<file path="src/rtl/dbgclk_pkg.sv">
package dbgclk_pkg;

    typedef enum logic [1:0] {
        PH_IDLE = 2'd0,
        PH_DIVN = 2'd1,
        PH_DIVF = 2'd2
    } phase_e;

endpackage

</file>
<file path="src/rtl/dbgclk_div.sv">
module dbgclk_div #(
    parameter int unsigned W = 34
) (
    input  logic         clk,
    input  logic         rst_n,
    input  logic         start,
    input  logic [W-1:0] num,
    input  logic [W-1:0] den,
    output logic         done,
    output logic [W-1:0] quo
);
    localparam int unsigned CNT_W = $clog2(W + 1);

    typedef struct packed {
        logic             run;
        logic             done;
        logic [CNT_W-1:0] cnt;
        logic [W:0]       rem;
        logic [W-1:0]     acc;
        logic [W-1:0]     den;
    } dv_t;

    dv_t s_d, s_q;

    logic [W:0] trial;
    logic       fits;

    always_comb begin
        s_d      = s_q;
        s_d.done = 1'b0;
        trial    = {s_q.rem[W-1:0], s_q.acc[W-1]};
        fits     = s_q.rem[W] || (trial >= {1'b0, s_q.den});
        if (start) begin
            s_d.run = 1'b1;
            s_d.cnt = CNT_W'(W);
            s_d.rem = '0;
            s_d.acc = num;
            s_d.den = den;
        end else if (s_q.run) begin
            s_d.rem = fits ? (trial - {1'b0, s_q.den}) : trial;
            s_d.acc = {s_q.acc[W-2:0], fits};
            s_d.cnt = s_q.cnt - CNT_W'(1);
            if (s_q.cnt == CNT_W'(1)) begin
                s_d.run  = 1'b0;
                s_d.done = 1'b1;
            end
        end
    end

    always_ff @(posedge clk) begin
        if (!rst_n) begin
            s_q <= '0;
        end else begin
            s_q <= s_d;
        end
    end

    assign done = s_q.done;
    assign quo  = s_q.acc;

endmodule

</file>
<file path="src/rtl/dbgclk_tick.sv">
module dbgclk_tick #(
    parameter int unsigned DIV_W     = 16,
    parameter int unsigned RESET_DIV = 50
) (
    input  logic             clk,
    input  logic             rst_n,
    input  logic [DIV_W-1:0] reload_n,
    output logic             tick
);
    logic [DIV_W-1:0] cnt_d, cnt_q;

    always_comb begin
        tick  = (cnt_q == '0);
        cnt_d = tick ? (reload_n - DIV_W'(1)) : (cnt_q - DIV_W'(1));
    end

    always_ff @(posedge clk) begin
        if (!rst_n) begin
            cnt_q <= DIV_W'(RESET_DIV - 1);
        end else begin
            cnt_q <= cnt_d;
        end
    end

endmodule

</file>
<file path="src/rtl/dbgclk_rate.sv">
module dbgclk_rate #(
    parameter int unsigned SYS_HZ    = 100_000_000,
    parameter int unsigned FREQ_W    = 32,
    parameter int unsigned DIV_W     = 16,
    parameter int unsigned RESET_DIV = 50
) (
    input  logic                     clk,
    input  logic                     rst_n,
    input  logic                     req_valid,
    input  logic signed [FREQ_W-1:0] req_hz,
    input  logic                     queue_busy,
    output logic                     tick,
    output logic [FREQ_W-1:0]        rate_hz,
    output logic                     ack,
    output logic [FREQ_W-1:0]        ack_hz
);
    import dbgclk_pkg::*;

    localparam int unsigned NUM_W    = FREQ_W + 2;
    localparam int unsigned MAX_DIV  = (1 << DIV_W) - 1;
    localparam int unsigned RESET_HZ = SYS_HZ / (2 * RESET_DIV);

    typedef struct packed {
        phase_e            phase;
        logic [DIV_W-1:0]  new_n;
        logic [DIV_W-1:0]  cur_n;
        logic [FREQ_W-1:0] cur_hz;
        logic              pend_vld;
        logic [DIV_W-1:0]  pend_n;
        logic [FREQ_W-1:0] pend_hz;
        logic              ack;
        logic [FREQ_W-1:0] ack_hz;
    } ctl_t;

    ctl_t s_d, s_q;

    logic             div_start;
    logic [NUM_W-1:0] div_num;
    logic [NUM_W-1:0] div_den;
    logic             div_done;
    logic [NUM_W-1:0] div_quo;
    logic [DIV_W-1:0] tick_reload;
    logic             commit;
    logic [DIV_W-1:0] n_clamp;
    logic [NUM_W-1:0] req_twice;

    always_comb begin
        s_d         = s_q;
        s_d.ack     = 1'b0;
        div_start   = 1'b0;
        div_num     = '0;
        div_den     = '0;
        tick_reload = s_q.cur_n;
        req_twice   = NUM_W'($unsigned(req_hz)) << 1;

        if (div_quo > NUM_W'(MAX_DIV)) begin
            n_clamp = DIV_W'(MAX_DIV);
        end else if (div_quo == '0) begin
            n_clamp = DIV_W'(1);
        end else begin
            n_clamp = div_quo[DIV_W-1:0];
        end

        // slower or equal rates go at once; faster ones wait for an idle queue
        commit = tick && s_q.pend_vld &&
                 ((s_q.pend_n >= s_q.cur_n) || !queue_busy);
        if (commit) begin
            s_d.cur_n    = s_q.pend_n;
            s_d.cur_hz   = s_q.pend_hz;
            s_d.pend_vld = 1'b0;
            tick_reload  = s_q.pend_n;
        end

        unique case (s_q.phase)
            PH_IDLE: begin
                if (req_valid) begin
                    if (req_hz[FREQ_W-1]) begin
                        s_d.ack    = 1'b1;
                        s_d.ack_hz = s_q.cur_hz;
                    end else if (req_hz == '0) begin
                        s_d.new_n = DIV_W'(MAX_DIV);
                        div_start = 1'b1;
                        div_num   = NUM_W'(SYS_HZ);
                        div_den   = NUM_W'(MAX_DIV) << 1;
                        s_d.phase = PH_DIVF;
                    end else begin
                        div_start = 1'b1;
                        div_num   = NUM_W'(SYS_HZ) + req_twice - NUM_W'(1);
                        div_den   = req_twice;
                        s_d.phase = PH_DIVN;
                    end
                end
            end
            PH_DIVN: begin
                if (div_done) begin
                    s_d.new_n = n_clamp;
                    div_start = 1'b1;
                    div_num   = NUM_W'(SYS_HZ);
                    div_den   = NUM_W'(n_clamp) << 1;
                    s_d.phase = PH_DIVF;
                end
            end
            PH_DIVF: begin
                if (div_done) begin
                    s_d.ack      = 1'b1;
                    s_d.ack_hz   = div_quo[FREQ_W-1:0];
                    s_d.pend_vld = 1'b1;
                    s_d.pend_n   = s_q.new_n;
                    s_d.pend_hz  = div_quo[FREQ_W-1:0];
                    s_d.phase    = PH_IDLE;
                end
            end
            default: s_d.phase = PH_IDLE;
        endcase
    end

    always_ff @(posedge clk) begin
        if (!rst_n) begin
            s_q          <= '0;
            s_q.phase    <= PH_IDLE;
            s_q.cur_n    <= DIV_W'(RESET_DIV);
            s_q.cur_hz   <= FREQ_W'(RESET_HZ);
        end else begin
            s_q <= s_d;
        end
    end

    dbgclk_div #(.W(NUM_W)) u_div (
        .clk   (clk),
        .rst_n (rst_n),
        .start (div_start),
        .num   (div_num),
        .den   (div_den),
        .done  (div_done),
        .quo   (div_quo)
    );

    dbgclk_tick #(.DIV_W(DIV_W), .RESET_DIV(RESET_DIV)) u_tick (
        .clk      (clk),
        .rst_n    (rst_n),
        .reload_n (tick_reload),
        .tick     (tick)
    );

    assign rate_hz = s_q.cur_hz;
    assign ack     = s_q.ack;
    assign ack_hz  = s_q.ack_hz;

endmodule

</file>
<file path="config.mk">
export PLATFORM = sky130hd
export DESIGN_NAME = dbgclk_rate
export DESIGN_NICKNAME = d
export VERILOG_FILES = /design/src/rtl/dbgclk_pkg.sv /design/src/rtl/dbgclk_div.sv /design/src/rtl/dbgclk_tick.sv /design/src/rtl/dbgclk_rate.sv
export SDC_FILE = /design/constraint.sdc
export NUM_CORES = 1
export LEC_CHECK = 0
export ABC_AREA = 0
export BUFFER_PORTS_ARGS = -buffer_cell sky130_fd_sc_hd__buf_2
export CORE_MARGIN = 5
export CORE_UTILIZATION = 35
export CTS_CLUSTER_DIAMETER = 100
export CTS_CLUSTER_SIZE = 20
export DETAILED_ROUTE_END_ITERATION = 8
export GPL_TIMING_DRIVEN = 0
export MAX_ROUTING_LAYER = met4
export PLACE_DENSITY_LB_ADDON = 0.15
export SLEW_MARGIN = 25
export SYNTH_ARGS = -nofsm -noshare
export SYNTH_HDL_FRONTEND = slang
export SYNTH_SLANG_ARGS = --single-unit
</file>
<file path="constraint.sdc">
create_clock -name clk -period 4.7 [get_ports clk]
set_input_delay 0.705 -clock clk [delete_from_list [all_inputs] [get_ports clk]]
set_output_delay 0.705 -clock clk [all_outputs]
set_load 0.01 [all_outputs]
</file>
==> impl_metrics.csv <==
group,metric,value,unit
min_path,hold_end,"rate_hz[31]$_SDFFE_PN0P_",
detailed_routing,dr.pass1.iters,7,
pwr,power.total,5.274,mW
timing,fin_ws,0.3076,ns
yosys,synth_nets,1805,
die,core,39640,um2
clock_network,cts_setup_buffers,0,
yosys,synthDominantAreaCellType,"dfxtp_1",
timing,setup_tns,0,ns
detailed_routing,drt_iter0_drc,1032,
timing,slew_headroom,38.14,%
detailed_routing,via_per_inst,5.401,
min_path,hold_path_class,"flip-flop to flip-flop",
final_layout,fillCellCount,4184,
worst_setup_path,r2r_start,"s_q[127]$_SDFFE_PN0P_",
yosys,synth_flop_cell,"dfxtp_1",
run_status,outcome,"complete, no violations",
global_routing,first_global_vias,12660,
die,die_w,209.8,um
detailed_routing,totalWireLength,46.28,mm
final_layout,final_layout_size_suffix_gt1_share,13.24,%
yosys,postSynthCellCount,1717,
pwr,leakage,5.993,nW
placement,gp_congestion,0.8953,
worst_setup_path,required,5.08,ns
yosys,synth_area,13980,um2
timing,fin_skew,0.02262,ns
timing,fin_crit,4.392,ns
clock_network,cts_buffer_depth,3,
yosys,synth_top_area_share,38.96,%
yosys,synth_edf_count,0,
die,dieHeight,209.8,um
yosys,yosysUniqueCellTypes,77,
die,start_util,35.26,%
clock_network,clkLatencyLatePin,0.51,ns
global_routing,grt_max_degree,21,
global_routing,grt_pass1_wl,72.62,mm
timing,finalHoldViolCount,0,
clock_network,clock-sinks,272,
final_layout,nets,1923,
worst_setup_path,crit_fanout,10,
detailed_routing,avgRoutedWirePerCell,19.54,um
placement,pre_cts_slack,0.1168,ns
clock_network,cts_resized,0,
clock_network,htreeDepth,1,
pwr,p_per_area,337.9,nW/um2
timing,rsz0062_at_grt,"no",
clock_network,cts-buffers-inserted,17,
min_path,min_delay_path_depth,2,
worst_setup_path,r2r_end,"u_tick.cnt_q[14]$_SDFF_PN0_",
yosys,ys_top_cells_by_area,"dfxtp_1 39%, nand2_1 7.1%, a21oi_1 6.3%, o21ai_0 4.6%, ha_1 4.6%",
yosys,avgSynthCellArea,8.140,um2
placement,dp_hpwl,35.55,mm
die,dieArea,44030,um2
die,core.rowCount,73,
final_layout,areaGrowthSynthToFinish,11.67,%
clock_network,cts-root-buf,"clkbuf_16",
placement,numPortBuffers,99,
timing,tightest_slew,0.9194,ns
detailed_routing,ant_nets,0,
worst_setup_path,reg2regPathDepth,16,
clock_network,hold_buffers,0,
min_path,worstHoldStart,"s_q[64]$_SDFFE_PN0P_",
worst_setup_path,regToRegSetupSlack,0.31,ns
global_routing,antenna_found_initial,7,
timing,setup_violations,0,
yosys,async_flop_share,0,%
yosys,synth_warnings,0,
worst_setup_path,arrival,4.77,ns
timing,min_period_over_period,93.46,%
pwr,peakVddDrop,360.6,uV
worst_setup_path,crit_type,"flip-flop to flip-flop",
clock_network,cts_tree,"done",
global_routing,overflow,0,
clock_network,clk_pin_slew,0.09,ns
yosys,seq_area_frac_synth,38.96,%
flow_run,drv_cap,0,
yosys,yosys_register_bits,272,
worst_setup_path,cp-start-kind,"flip-flop",
timing,fmax,227.7,MHz
worst_setup_path,endpoint_kind,"flip-flop",
detailed_routing,drc_errors,0,
die,io_pins,102,
global_routing,grt_use_total,20.99,%
timing,slew_viol_final,0,
detailed_routing,dr_total_vias,12790,
==> flip-flops by register name (all words and copies together), names as in the netlist <==
signal,cells
u_div.done,1
u_div.quo,34
s_q,83
ack_hz,32
rate_hz,32
ack,1
u_tick.cnt_q,16
u_div.s_q,73
==> critical path: stages (launching register included) <==
cell      delay (ns)
dfxtp_1         0.37
inv_1           0.06
ha_1            0.30
nand4_2         0.16
nor3_4          0.30
or4b_1          0.46
buf_2           0.17
a311oi_2        0.45
buf_2           0.29
buf_2           0.28
o21ai_0         0.17
a21oi_1         0.20
ha_1            0.23
o211ai_2        0.21
nor4_1          0.40
xnor2_1         0.16
nor2_1          0.05
==> power by group <==
part	internal (mW)	total, mW	switching (mW)
registers	2.39	2.49	0.0986
logic	0.501	1.32	0.817
clock network	0.670	1.47	0.801
total	3.56	5.27	1.72
==> synthesized netlist by cell type, types with 5 or more instances <==
cell type  number
buf_4          64
o221a_2        16
a21o_1         17
mux2i_1        38
nand2_1       264
buf_2           7
nand4_1        11
a311oi_1        6
inv_1          65
nand2b_1        7
o21ai_0       128
or2_2           6
nor2b_1         6
nand3_1        26
nor4_1         20
dfxtp_1       272
o21bai_1        6
a222oi_1       32
a31oi_1        30
ha_1           51
or4_1          12
and3_1          5
or3_1           6
nor3_1         22
clkbuf_1       94
xnor2_1        40
o31ai_1         5
o21a_1         10
a221oi_1       11
xor2_1         25
a21oi_1       177
o22ai_1        13
a211oi_1       14
nor2_1        123
nand3b_1        5
o211ai_1        7
a2111oi_0       6
==> layer usage <==
metal	share of wire (%)	GRT usage, %
met2	48	35.15
met3	4.9	2.765
met1	45	26.89
met5	0	-
met4	2.8	5.558
==> cell type report <==
type                            count  area [um2]  area share, %
Antenna cell                        7       17.52         0.1122
Inverter                           65       244.0          1.563
Sequential cell                   272        5445          34.89
Tap cell                          525       656.9          4.209
Clock inverter                      2       10.01        0.06413
Buffer                            174       947.2          6.069
Timing Repair Buffer               99       495.5          3.175
Multi-Input combinational cell   1206        7352          47.11
Clock buffer                       18       439.2          2.814
==> stage by stage <==
stage          area, um2  hold WS, ns  std cells  utilization [%]
6_report           15610       0.4495       2368            39.37
5_1_grt            15610       0.4660       2368            39.37
4_1_cts            15580       0.4481       2361            39.31
3_5_place_dp       15130       0.4438       2341            38.18
3_3_place_gp       15130       0.4399       2341            38.16
2_1_floorplan      13980       0.4320       1717                -
==> cells in the final DEF, fill, tap and decap left out, types with 38 or more instances in the layout <==
cell	instances
inv_1	65
mux2i_1	38
nand2_1	264
clkbuf_1	94
a21oi_1	177
dfxtp_1	272
xnor2_1	40
buf_4	64
nor2_1	123
ha_1	51
o21ai_0	128
buf_2	106
==> how the worst max path moves through the flow <==
stage | startpoint | endpoint | cells past startpoint
CTS | s_q[127]$_SDFFE_PN0P_ | u_tick.cnt_q[14]$_SDFF_PN0_ | 16
floorplan | s_q[127]$_SDFFE_PN0P_ | u_tick.cnt_q[14]$_SDFF_PN0_ | 16
finish | s_q[127]$_SDFFE_PN0P_ | u_tick.cnt_q[14]$_SDFF_PN0_ | 16
global placement | req_hz[25] | u_div.quo[11]$_SDFFE_PN0P_ | 9
detailed placement | s_q[127]$_SDFFE_PN0P_ | u_tick.cnt_q[14]$_SDFF_PN0_ | 16
global route | s_q[126]$_SDFFE_PN0P_ | u_tick.cnt_q[14]$_SDFF_PN0_ | 16
==> cells by family after synthesis <==
kind of cell	synth area share, %
mux	2.883
compound gates	23.09
xor+xnor	4.073
simple gates	17.76
fa+ha+maj	4.709
buf+inv	8.523
flops	38.96
Note: power is estimated with default switching activity, not from simulation.
